===== src/rtl/mmc_bt_pkg.sv =====
package mmc_bt_pkg;

  typedef enum logic [2:0] {
    ST_IDLE = 3'd0,
    ST_SEND = 3'd1,
    ST_WAIT = 3'd2,
    ST_CAP0 = 3'd3,
    ST_CAP1 = 3'd4
  } bt_state_t;

  // number of lines taking part in the probe for a width code
  function automatic int unsigned active_lines(input logic [1:0] code);
    case (code)
      2'd1:    active_lines = 4;
      2'd2:    active_lines = 8;
      default: active_lines = 1;
    endcase
  endfunction

  // leading payload bit idx (0 or 1) of an active line
  function automatic logic lead_bit(input int unsigned line, input int unsigned idx);
    if (idx == 0)      lead_bit = (line % 2 == 0);
    else if (idx == 1) lead_bit = (line % 2 == 1);
    else               lead_bit = 1'b0;
  endfunction

endpackage


===== src/rtl/mmc_bt_pattern_gen.sv =====
module mmc_bt_pattern_gen
  import mmc_bt_pkg::*;
#(
  parameter int LANES = 8,
  parameter int PAY   = 16,
  parameter int CW    = 5
) (
  input  logic [1:0]       width_sel,
  input  logic [CW-1:0]    bit_idx,
  output logic [LANES-1:0] lane_bits
);

  localparam logic [CW-1:0] END_IDX = CW'(PAY + 1);

  for (genvar g = 0; g < LANES; g++) begin : g_line
    logic active;
    assign active = (int'(g) < int'(active_lines(width_sel)));

    always_comb begin
      if (bit_idx == '0) begin
        lane_bits[g] = 1'b0;
      end else if (bit_idx == END_IDX) begin
        lane_bits[g] = 1'b1;
      end else begin
        lane_bits[g] = active &&
                       lead_bit(unsigned'(g), unsigned'(int'(bit_idx) - 1));
      end
    end
  end

endmodule


===== src/rtl/mmc_bt_lane_check.sv =====
module mmc_bt_lane_check
  import mmc_bt_pkg::*;
#(
  parameter int LANES = 8
) (
  input  logic [1:0]       width_sel,
  input  logic [LANES-1:0] first_bits,
  input  logic [LANES-1:0] second_bits,
  output logic [LANES-1:0] lane_ok
);

  for (genvar g = 0; g < LANES; g++) begin : g_line
    logic active;
    assign active = (int'(g) < int'(active_lines(width_sel)));
    assign lane_ok[g] = active &&
                        (first_bits[g]  == !lead_bit(unsigned'(g), 0)) &&
                        (second_bits[g] == !lead_bit(unsigned'(g), 1));
  end

endmodule


===== src/rtl/mmc_buswidth_tester.sv =====
module mmc_buswidth_tester
  import mmc_bt_pkg::*;
#(
  parameter int LANES     = 8,
  parameter int PAT_BYTES = 2,
  parameter int TMO_W     = 16
) (
  input  logic             clk,
  input  logic             rst_n,
  input  logic [1:0]       width_sel,
  input  logic             tx_go,
  input  logic             rx_go,
  input  logic [TMO_W-1:0] tmo_limit,
  input  logic [LANES-1:0] dat_in,
  output logic [LANES-1:0] dat_out,
  output logic [LANES-1:0] dat_oe,
  output logic             done,
  output logic             timeout,
  output logic [LANES-1:0] pass_mask
);

  localparam int PAY      = 8 * PAT_BYTES;
  localparam int SEND_LEN = PAY + 2;
  localparam int CW       = $clog2(SEND_LEN + 1);
  localparam logic [CW-1:0] LAST_IDX = CW'(SEND_LEN - 1);

  // reset synchronizer: asserts at once, releases on the clock
  logic rst_s1, rst_i_n;
  always_ff @(posedge clk or negedge rst_n) begin
    if (!rst_n) begin
      rst_s1  <= 1'b0;
      rst_i_n <= 1'b0;
    end else begin
      rst_s1  <= 1'b1;
      rst_i_n <= rst_s1;
    end
  end

  bt_state_t        state_q, state_d;
  logic [CW-1:0]    idx_q, idx_d;
  logic [TMO_W-1:0] wcnt_q, wcnt_d;
  logic [LANES-1:0] first_q;
  logic             first_en;
  logic             done_d;
  logic             tmo_d;
  logic [LANES-1:0] pass_d;
  logic [LANES-1:0] send_bits;
  logic [LANES-1:0] lane_ok;
  logic             wait_last;

  mmc_bt_pattern_gen #(.LANES(LANES), .PAY(PAY), .CW(CW)) u_gen (
    .width_sel (width_sel),
    .bit_idx   (idx_q),
    .lane_bits (send_bits)
  );

  mmc_bt_lane_check #(.LANES(LANES)) u_chk (
    .width_sel   (width_sel),
    .first_bits  (first_q),
    .second_bits (dat_in),
    .lane_ok     (lane_ok)
  );

  assign wait_last = ({1'b0, wcnt_q} + 1'b1) >= {1'b0, tmo_limit};
  assign first_en  = (state_q == ST_CAP0);

  always_comb begin
    state_d = state_q;
    idx_d   = idx_q;
    wcnt_d  = wcnt_q;
    done_d  = 1'b0;
    tmo_d   = timeout;
    pass_d  = pass_mask;
    case (state_q)
      ST_IDLE: begin
        if (tx_go) begin
          state_d = ST_SEND;
          idx_d   = '0;
        end else if (rx_go) begin
          state_d = ST_WAIT;
          wcnt_d  = '0;
          tmo_d   = 1'b0;
          pass_d  = '0;
        end
      end
      ST_SEND: begin
        if (idx_q == LAST_IDX) begin
          state_d = ST_IDLE;
          done_d  = 1'b1;
        end else begin
          idx_d = idx_q + 1'b1;
        end
      end
      ST_WAIT: begin
        if (!dat_in[0]) begin
          state_d = ST_CAP0;
        end else if (wait_last) begin
          state_d = ST_IDLE;
          tmo_d   = 1'b1;
          pass_d  = '0;
          done_d  = 1'b1;
        end else begin
          wcnt_d = wcnt_q + 1'b1;
        end
      end
      ST_CAP0: state_d = ST_CAP1;
      ST_CAP1: begin
        state_d = ST_IDLE;
        pass_d  = lane_ok;
        done_d  = 1'b1;
      end
      default: state_d = ST_IDLE;
    endcase
  end

  always_ff @(posedge clk or negedge rst_i_n) begin
    if (!rst_i_n) begin
      state_q   <= ST_IDLE;
      idx_q     <= '0;
      wcnt_q    <= '0;
      first_q   <= '0;
      done      <= 1'b0;
      timeout   <= 1'b0;
      pass_mask <= '0;
    end else begin
      state_q   <= state_d;
      idx_q     <= idx_d;
      wcnt_q    <= wcnt_d;
      done      <= done_d;
      timeout   <= tmo_d;
      pass_mask <= pass_d;
      if (first_en) first_q <= dat_in;
    end
  end

  assign dat_oe  = {LANES{state_q == ST_SEND}};
  assign dat_out = (state_q == ST_SEND) ? send_bits : '0;

endmodule


===== config.mk =====
export PLATFORM = sky130hd
export DESIGN_NAME = mmc_buswidth_tester
export DESIGN_NICKNAME = d
export VERILOG_FILES = /design/src/rtl/mmc_bt_pkg.sv /design/src/rtl/mmc_bt_pattern_gen.sv /design/src/rtl/mmc_bt_lane_check.sv /design/src/rtl/mmc_buswidth_tester.sv
export SDC_FILE = /design/constraint.sdc
export NUM_CORES = 1
export LEC_CHECK = 0
export BUFFER_PORTS_ARGS = -buffer_cell sky130_fd_sc_hd__buf_2
export CORE_MARGIN = 2
export CORE_UTILIZATION = 60
export DETAILED_ROUTE_END_ITERATION = 16
export GPL_TIMING_DRIVEN = 0
export PLACE_DENSITY = 0.92
export SLEW_MARGIN = 20
export SYNTH_ARGS = -nofsm -noshare
export SYNTH_HDL_FRONTEND = slang
export SYNTH_SLANG_ARGS = --single-unit

===== constraint.sdc =====
create_clock -name clk -period 4.65 [get_ports clk]
set_input_delay 0.2325 -clock clk [delete_from_list [all_inputs] [get_ports clk]]
set_output_delay 0.2325 -clock clk [all_outputs]
set_load 0.03 [all_outputs]

==> results.md <==
- Status: completed
- Worst skew pair latency: 0.31 ns
- Vias in the first global route: 2307
- Number of buffers inserted by hold repair at cts: 1
- Final-report max-slew violation count: 0
- Cells on Worst Hold Path: 3
- Sequential fraction of the synthesis area: 0.380
- DRT antenna net count: 0
- Maximum number of pins on one net before global-route repair: 34
- Crit share post-route: 0.789
- Weighted congestion reported at the end of routability-driven placement: 0.880
- Number of setup violations in the final report: 0
- Data required time at the worst endpoint: 4.86 ns
- Area of the die: 5400 um2
- Async S/R FF share, synth: 1.00
- Critical path startpoint category: flip-flop
- Type of element capturing the critical path: flip-flop
- Post-synth cell types: 51
- Setup repair after global routing missed its margin: false
- Total of fill cells in the finished design: 329
- Cells after Synth: 313
- Via density: 5.76
- Clock tree from TritonCTS: built
- Number of hold violations in the final report: 0
- Shortest clock period the worst path allows after layout: 3.67 ns
- Core Area: 4690 um2
- Post-detailed-route DRC marker count: 0
- Main flop type after synthesis: sky130_fd_sc_hd__dfrtp_1
- Count of input and output buffers: 55
- Clock-pin slew on the worst setup and hold paths: 0.09 ns
- Number of H-tree branching levels: 2
- YS warnings: 0
- Pre-Repair DR Iteration Count: 5
- Area growth from synthesis to final layout: 16.9%
- EDFF count, synth: 0
- Site Rows: 25
- Netlist Area Pre-Place: 2900 um2
- Placed Instance Area: 3260 um2
- Synthesized Nets: 367
- Final HPWL DP: 4570 um
- Count of pins on the block boundary: 56
- Count of inserted antenna diode cells: 0
- Number of nets in the layout: 431
- # clock sinks: 44
- R2R Setup Slk: 0.98 ns
- Signal arrival time at the worst endpoint: 3.88 ns
- Global-route usage over all layers: 0.240
- Class of the worst hold path: primary input to flip-flop
- Crit-path max FO: 10
- P per Cell Area: 453 nW/um2
- Sum of negative setup slack: 0 ns
- Avg WL per Cell: 14.4 um
- Share of cells above drive strength 1: 0.243
- Leading cell type in the layout, fill and taps excluded: sky130_fd_sc_hd__buf_2
- Maximum Capacitance Violations: 0
- Global-route wire length before repair: 10100 um
- Initial antenna violation count: 0
- Most frequent cells in the layout: sky130_fd_sc_hd__buf_2 (55), sky130_fd_sc_hd__dfrtp_1 (43), sky130_fd_sc_hd__nand2_1 (42), sky130_fd_sc_hd__inv_1 (28), sky130_fd_sc_hd__nor2_1 (28)
- Average footprint of a synthesized cell: 9.26 um2
- Static leakage: 1.80 nW
- Die Width: 73.5 um
- Initial core utilization: 0.618
- Clock tree buffer depth: 2
- Depth of the worst register-to-register path: 12
- Die boundary height: 73.5 um
- Register bit total from synthesis: 44
- Number of clock buffers inserted by TritonCTS: 5
- Number of gates resized after CTS: 0
- Final wirelength: 6210 um
- Path type of the worst setup path: flip-flop to flip-flop
- Root Buffer Master: sky130_fd_sc_hd__clkbuf_8
- GRT overflow: 0
- Skew final: 0.0127 ns
- Worst IR drop on VDD: 0.346 mV
- Post-route cell area: 3390 um2
- Number of violations reported at the end of detailed-routing iteration 0: 127
- Number of buffers added for setup after CTS: 0
- Vias: 2489
- Maximum achievable frequency: 0.272 GHz
[routing by layer]
layer,track usage,vias up,wire length (um)
li1,-,1207,-
met1,0.314,1161,2710
met2,0.393,101,3010
met3,0.0343,20,320
met4,0.113,0,176
met5,0,-,0
[where the power goes]
group,internal [W],switching (W)
sequential,0.000470,0.0000765
combinational,0.000258,0.000424
clock,0.000162,0.000142
[critical path, cell delays in order (launching register included)]
cell and delay (ns):
sky130_fd_sc_hd__dfrtp_1 0.49, sky130_fd_sc_hd__nand3_2 0.20, sky130_fd_sc_hd__nor3_1 0.38, sky130_fd_sc_hd__and4_1 0.29
sky130_fd_sc_hd__nand2_1 0.07, sky130_fd_sc_hd__xnor2_1 0.23, sky130_fd_sc_hd__ha_1 0.33, sky130_fd_sc_hd__a21oi_1 0.16
sky130_fd_sc_hd__nand3_1 0.08, sky130_fd_sc_hd__nor2_1 0.35, sky130_fd_sc_hd__nand3_4 0.23, sky130_fd_sc_hd__or4b_1 0.56
sky130_fd_sc_hd__o211ai_1 0.21
[layout make-up]
class | count | area, um2 | share of cell area
tap | 54 | 67.6 | 0.0199
buffer | 17 | 120 | 0.0355
inverter | 28 | 105 | 0.0310
clock inverter | 3 | 46.3 | 0.0137
clock buffer | 5 | 68.8 | 0.0203
timing repair buffer | 57 | 305 | 0.0901
sequential | 44 | 1100 | 0.325
multi-input combinational | 224 | 1570 | 0.464
[sequential cells by signal, summed over array words and instances (netlist names)]
register	cells
rst_i_n	1
first_q	8
rst_s1	1
timeout	1
state_q	3
pass_mask	8
idx_q	5
done	1
wcnt_q	16
[cells by family after synthesis]
| family | after synthesis | synth area share |
|---|---|---|
| DFF | 44 | 0.380 |
| xor gates and xnor gates | 17 | 0.0514 |
| AOI/OAI and AO/OA | 58 | 0.155 |
| adders and majority gates | 24 | 0.104 |
| other | 1 | 0.00129 |
| buffers and inverters | 45 | 0.0777 |
| and+or+nand+nor | 120 | 0.216 |
| muxes | 4 | 0.0155 |
[cell usage after synthesis (2+ instances only)]
master | instances | share of area
sky130_fd_sc_hd__a21oi_1 | 10 | 0.017
sky130_fd_sc_hd__mux2_2 | 4 | 0.016
sky130_fd_sc_hd__nor3_1 | 3 | 0.0052
sky130_fd_sc_hd__o211ai_1 | 6 | 0.016
sky130_fd_sc_hd__and3_1 | 3 | 0.0065
sky130_fd_sc_hd__ha_1 | 24 | 0.10
sky130_fd_sc_hd__nand4_1 | 8 | 0.017
sky130_fd_sc_hd__clkbuf_1 | 5 | 0.0065
sky130_fd_sc_hd__nand2b_1 | 2 | 0.0043
sky130_fd_sc_hd__a32o_1 | 3 | 0.010
sky130_fd_sc_hd__xnor2_1 | 11 | 0.033
sky130_fd_sc_hd__nand3_1 | 13 | 0.022
sky130_fd_sc_hd__inv_1 | 28 | 0.036
sky130_fd_sc_hd__a22o_1 | 10 | 0.030
sky130_fd_sc_hd__a31oi_1 | 3 | 0.0065
sky130_fd_sc_hd__nor2_1 | 28 | 0.036
sky130_fd_sc_hd__buf_6 | 3 | 0.012
sky130_fd_sc_hd__a21o_1 | 6 | 0.016
sky130_fd_sc_hd__nand2_1 | 42 | 0.054
sky130_fd_sc_hd__xor2_1 | 6 | 0.018
sky130_fd_sc_hd__o21ai_0 | 9 | 0.016
sky130_fd_sc_hd__buf_4 | 9 | 0.023
sky130_fd_sc_hd__nand3b_1 | 3 | 0.0078
sky130_fd_sc_hd__dfrtp_1 | 44 | 0.38
sky130_fd_sc_hd__nor3b_1 | 4 | 0.010
[path summary, 6_finish.rpt]
kind,startpoint,endpoint
worst max register to register,wcnt_q[2]$_DFFE_PN0P_,wcnt_q[2]$_DFFE_PN0P_
min in group asynchronous,rst_i_n$_DFF_PN0_,first_q[7]$_DFFE_PN0P_
worst min register to register,rst_i_n$_DFF_PN0_,first_q[7]$_DFFE_PN0P_
max in group asynchronous,rst_i_n$_DFF_PN0_,timeout$_DFFE_PN0P_
worst max-delay path,wcnt_q[2]$_DFFE_PN0P_,wcnt_q[2]$_DFFE_PN0P_
worst min-delay path,dat_in[6],first_q[6]$_DFFE_PN0P_
[per-stage QoR]
stage                     setup WS, ns  power, W  hold slack (ns)   util  instances
after floorplan                   1.57   0.00105          -0.0631      -        313
after global placement            1.19   0.00119           0.0184  0.691        422
after detailed placement          1.10   0.00123           0.0196  0.695        423
after CTS                         1.05   0.00153            0.129  0.722        432
after global routing             0.740   0.00163            0.135  0.722        432
final                            0.979   0.00153            0.124  0.722        432
Note: power is estimated with default switching activity, not from simulation.
